--- config.mk ---
export PLATFORM = sky130hd
export DESIGN_NAME = haz_fwd_unit
export DESIGN_NICKNAME = d
export VERILOG_FILES = /design/src/rtl/haz_pkg.sv /design/src/rtl/haz_src_pick.sv /design/src/rtl/haz_stall_fsm.sv /design/src/rtl/haz_fwd_unit.sv
export SDC_FILE = /design/constraint.sdc
export NUM_CORES = 1
export LEC_CHECK = 0
export ABC_AREA = 0
export ABC_CLOCK_PERIOD_IN_PS = 2500
export BUFFER_PORTS_ARGS = -buffer_cell sky130_fd_sc_hd__buf_2
export CAP_MARGIN = 15
export CORE_MARGIN = 8
export CORE_UTILIZATION = 38
export DETAILED_ROUTE_END_ITERATION = 6
export PLACE_DENSITY = 0.84
export SLEW_MARGIN = 20
export SYNTH_ARGS = -nofsm -noshare
export SYNTH_HDL_FRONTEND = slang
export SYNTH_SLANG_ARGS = --single-unit
--- constraint.sdc ---
create_clock -name clk -period 2.5 [get_ports clk]
set_input_delay 0.625 -clock clk [delete_from_list [all_inputs] [get_ports clk]]
set_output_delay 0.625 -clock clk [all_outputs]
set_load 0.005 [all_outputs]
--- src/rtl/haz_pkg.sv ---
package haz_pkg;
    typedef enum logic [1:0] {
        SRC_RF  = 2'd0,
        SRC_EX  = 2'd1,
        SRC_MEM = 2'd2,
        SRC_WB  = 2'd3
    } opnd_src_e;

    typedef enum logic {
        ST_FLOW = 1'b0,
        ST_HELD = 1'b1
    } ilk_state_e;

    localparam int NUM_OPND  = 2;
    localparam int NUM_STAGE = 3;
endpackage

--- src/rtl/haz_src_pick.sv ---
module haz_src_pick
    import haz_pkg::*;
#(
    parameter int AW = 5
) (
    input  logic [AW-1:0] src,
    input  logic [AW-1:0] ex_rd,
    input  logic          ex_wen,
    input  logic          ex_load,
    input  logic [AW-1:0] mem_rd,
    input  logic          mem_wen,
    input  logic [AW-1:0] wb_rd,
    input  logic          wb_wen,
    output opnd_src_e     sel,
    output logic          load_hit
);
    logic [AW-1:0]        stage_rd  [NUM_STAGE];
    logic [NUM_STAGE-1:0] stage_wen;
    logic [NUM_STAGE-1:0] hit;
    logic                 src_live;

    assign stage_rd[0] = ex_rd;
    assign stage_rd[1] = mem_rd;
    assign stage_rd[2] = wb_rd;
    assign stage_wen   = {wb_wen, mem_wen, ex_wen};
    assign src_live    = (src != '0);

    for (genvar s = 0; s < NUM_STAGE; s++) begin : g_cmp
        assign hit[s] = src_live && stage_wen[s] && (stage_rd[s] == src);
    end

    // execute result of a load is not yet available
    assign load_hit = hit[0] && ex_load;

    always_comb begin
        if (hit[0] && !ex_load) begin
            sel = SRC_EX;
        end else if (hit[1]) begin
            sel = SRC_MEM;
        end else if (hit[2]) begin
            sel = SRC_WB;
        end else begin
            sel = SRC_RF;
        end
    end
endmodule

--- src/rtl/haz_stall_fsm.sv ---
module haz_stall_fsm
    import haz_pkg::*;
(
    input  logic clk,
    input  logic rst_n,
    input  logic need_stall,
    output logic stall
);
    ilk_state_e state_q;
    ilk_state_e state_d;

    always_ff @(posedge clk or negedge rst_n) begin
        if (!rst_n) begin
            state_q <= ST_FLOW;
        end else begin
            state_q <= state_d;
        end
    end

    always_comb begin
        state_d = state_q;
        unique case (state_q)
            ST_FLOW: if (need_stall) state_d = ST_HELD;
            ST_HELD: state_d = ST_FLOW;
            default: state_d = ST_FLOW;
        endcase
    end

    always_comb begin
        stall = 1'b0;
        unique case (state_q)
            ST_FLOW: stall = need_stall;
            ST_HELD: stall = 1'b0;
            default: stall = 1'b0;
        endcase
    end
endmodule

--- src/rtl/haz_fwd_unit.sv ---
module haz_fwd_unit
    import haz_pkg::*;
#(
    parameter int AW = 5
) (
    input  logic          clk,
    input  logic          rst_n,
    input  logic [AW-1:0] id_rs,
    input  logic [AW-1:0] id_rt,
    input  logic          id_store,
    input  logic [AW-1:0] ex_rd,
    input  logic          ex_wen,
    input  logic          ex_load,
    input  logic [AW-1:0] mem_rd,
    input  logic          mem_wen,
    input  logic [AW-1:0] wb_rd,
    input  logic          wb_wen,
    output logic [1:0]    fwd_rs_sel,
    output logic [1:0]    fwd_rt_sel,
    output logic          freeze_fd,
    output logic          bubble_ex,
    output logic          store_bypass
);
    logic [AW-1:0]       opnd     [NUM_OPND];
    opnd_src_e           opnd_sel [NUM_OPND];
    logic [NUM_OPND-1:0] load_hit;
    logic                need_stall;
    logic                stall;

    assign opnd[0] = id_rs;
    assign opnd[1] = id_rt;

    for (genvar k = 0; k < NUM_OPND; k++) begin : g_opnd
        haz_src_pick #(.AW(AW)) u_pick (
            .src      (opnd[k]),
            .ex_rd    (ex_rd),
            .ex_wen   (ex_wen),
            .ex_load  (ex_load),
            .mem_rd   (mem_rd),
            .mem_wen  (mem_wen),
            .wb_rd    (wb_rd),
            .wb_wen   (wb_wen),
            .sel      (opnd_sel[k]),
            .load_hit (load_hit[k])
        );
    end

    // store data waits for the memory-stage bypass instead of stalling
    assign need_stall = load_hit[0] || (load_hit[1] && !id_store);

    haz_stall_fsm u_fsm (
        .clk        (clk),
        .rst_n      (rst_n),
        .need_stall (need_stall),
        .stall      (stall)
    );

    assign fwd_rs_sel   = opnd_sel[0];
    assign fwd_rt_sel   = opnd_sel[1];
    assign freeze_fd    = stall;
    assign bubble_ex    = stall;
    assign store_bypass = id_store && load_hit[1] && !stall;
endmodule

==> results.md <==
* Total die area at 2750 um2
* Final Skew at 0 ps
* Worst EP required at 1880 ps
* DP HPWL at 1660 um
* Status: finished clean
* # nets final at 142
* Hold Crit Class: in -> async
* Pre-CTS setup slack at -100 ps
* Buffers on Ports at 38
* Worst path arrival time at 1870 ps
* Startpoint types: input port
* Yosys top cell area share at 38.2%
* Synth Cell Area at 504 um2
* Crit path largest cell delay at 530 ps
* Synth Warn # at 0
* Initial Utilization at 39.7%
* Crit path max-delay family: simple AND/OR/NAND/NOR gates
* Final GP Congestion at 0.832
* Worst skew pair latency at 0 ps
* GRT overflow at 0
* Synth Flop Type: dfrtp_1
* Wire per inst at 15.6 um
* Ys async rst share at 100%
* Vias per Instance at 5.44
* Worst path cell trace: buf_2 > or4_4 > nor2_4 > nor4_4 > a2bb2o_4 > buf_6
* Fin. Hold Viols at 0
* First-pass GRT wire length at 2990 um
* Via Count at 669
* Number of max-cap violations at 0
* Remaining antenna violation count at 0
* Slew @ Worst Pin at 345 ps
* Die width at 52.4 um
* Area leader, netlist: xnor2_1
* Relative slew slack at 76.8%
* Worst reg2reg path startpoint: u_fsm.state_q
* Area Overhead vs Synth at 73.4%
* Crit Path Class: in -> out
* Synth Register Bits at 1
* Cell Rows at 13
* Largest regs: u_fsm.state_q x1
* Top cells by area, synth: xnor2_1 38%, xor2_1 14%, nand4_1 7.4%
* Clock-pin slew on the worst setup and hold paths at 0 ps
* Most frequent cell after synthesis: xnor2_1
* Max frequency at 401 MHz
* Number of synthesized flops with an enable pin at 0
* Worst IR Drop VDD at 0.0982 mV
* Syn Nets at 93
* Setup repair after global routing missed its margin: true
* Crit path max fanout at 4
* Seq/Total Area, Yosys at 4.96%
* Post-route setup slack at 7.14 ps
* Worst Path Buf+Inv at 2
* PD cells at 171 nW/um2
* Mean Syn Cell Area at 8.27 um2
* Netlist cell types at 23
* N_diodes at 0
* Total Wirelength at 1920 um
* R2R setup slack at 1590 ps
* Fraction of layout cells with a size suffix above 1 at 55.6%
* Total global-route track usage at 13.4%
* Leakage at 0.377 nW
* Minimum clock period at 2490 ps
* Max reg flops at 1
* First DRT Iteration DRCs at 4
* Setup crit end kind: output port
* 1st-pass router iterations at 2
* Final number of setup-violating endpoints at 0
* Most flop-heavy register: u_fsm.state_q
* Fin crit share at 99.7%
* Post-synth top cells: 22 x xnor2_1, 8 x xor2_1, 6 x nand4_1
* Largest net degree at the start of global routing at 6
* Mapped Cells at 61
* Final Max Tran Viols at 0
* Boundary Pins at 39
* FF-to-FF path depth at 3
* CP max stage cell: or4_4
* Vias in the first global route at 722
* Worst r2r dst: u_fsm.state_q
* Initial antenna violation count at 0
* Core Area at 1270 um2
* Die Y at 52.4 um
* Cts-stage hold buffer count at 0
* # DRC at 0
* Design Power at 0.150 mW
==> cells in the final DEF (no fill, tap or decap), drive strengths merged, types with 2 or more instances in the layout <==
master	Yosys	final
or4	3	3
or3	2	2
nand2	2	2
xor2	8	8
nor3	2	2
nor4	3	3
xnor2	22	22
nand4	6	6
nor2	3	3
buf	1	48
==> cells by family (layout without fill, tap and decap cells) <==
family,Yosys count,count (layout),synth area share [%]
DFF,1,1,4.96
buffers and inverters,2,49,2.23
and+or+nand+nor,22,22,27.8
AOI/OAI and AO/OA,6,6,12.9
xor gates and xnor gates,30,30,52.1
==> worst max path at each step <==
stage / from / slack (ps) / depth (start not counted) / end
finish: id_rt[2] / 7 / 6 / freeze_fd
global route: id_rt[2] / -40 / 7 / fwd_rt_sel[0]
CTS: id_rs[3] / -3 / 6 / bubble_ex
detailed placement: id_rs[3] / -100 / 6 / bubble_ex
global placement: id_rs[3] / -80 / 6 / freeze_fd
floorplan: id_rs[0] / 80 / 5 / freeze_fd
==> routing by layer <==
metal  routed length (um)  global-route usage [%]  part of all wire (%)  vias to the layer above
met5                    0                       0                     0                        -
met4                   28                    1.29                   1.5                        0
met3                  177                    3.13                   9.2                        2
met2                 1010                    26.7                    52                       32
met1                  708                    14.0                    37                      316
li1                     -                       -                     -                      319
==> report_power, final <==
group          switching, mW  internal (mW)  total (mW)
sequential          0.000140         0.0167      0.0169
combinational         0.0605         0.0722       0.133
clock                      0              0           0
total                 0.0606         0.0889       0.150
==> final cells by class <==
cell class	count	area [um2]
repair buffers	48	309
well taps	15	18.8
multi-input cells	58	518
fillers	97	394
flip-flops and latches	1	25.0
inverters	1	3.75
==> timing repair <==
| action | 4_1_cts | 5_1_grt |
|---|---|---|
| endpoints found under the setup margin | 6 | 7 |
| gates resized for setup | 11 | 8 |
| buffers inserted | 2 | 0 |
| hold endpoints to repair | 0 | 0 |
| pin swaps | 3 | 3 |
==> through the flow <==
stage	hold slack [ps]	instances	instance area, um2	utilization (%)	setup TNS, ps
2_1_floorplan	329	61	504	-	0
3_3_place_gp	399	121	766	60.4	-189
3_5_place_dp	402	121	766	60.4	-323
4_1_cts	401	123	830	65.4	-6.35
5_1_grt	406	123	875	68.9	-128
6_report	400	123	875	68.9	0
No activity file was read; power rests on OpenSTA's default activity.
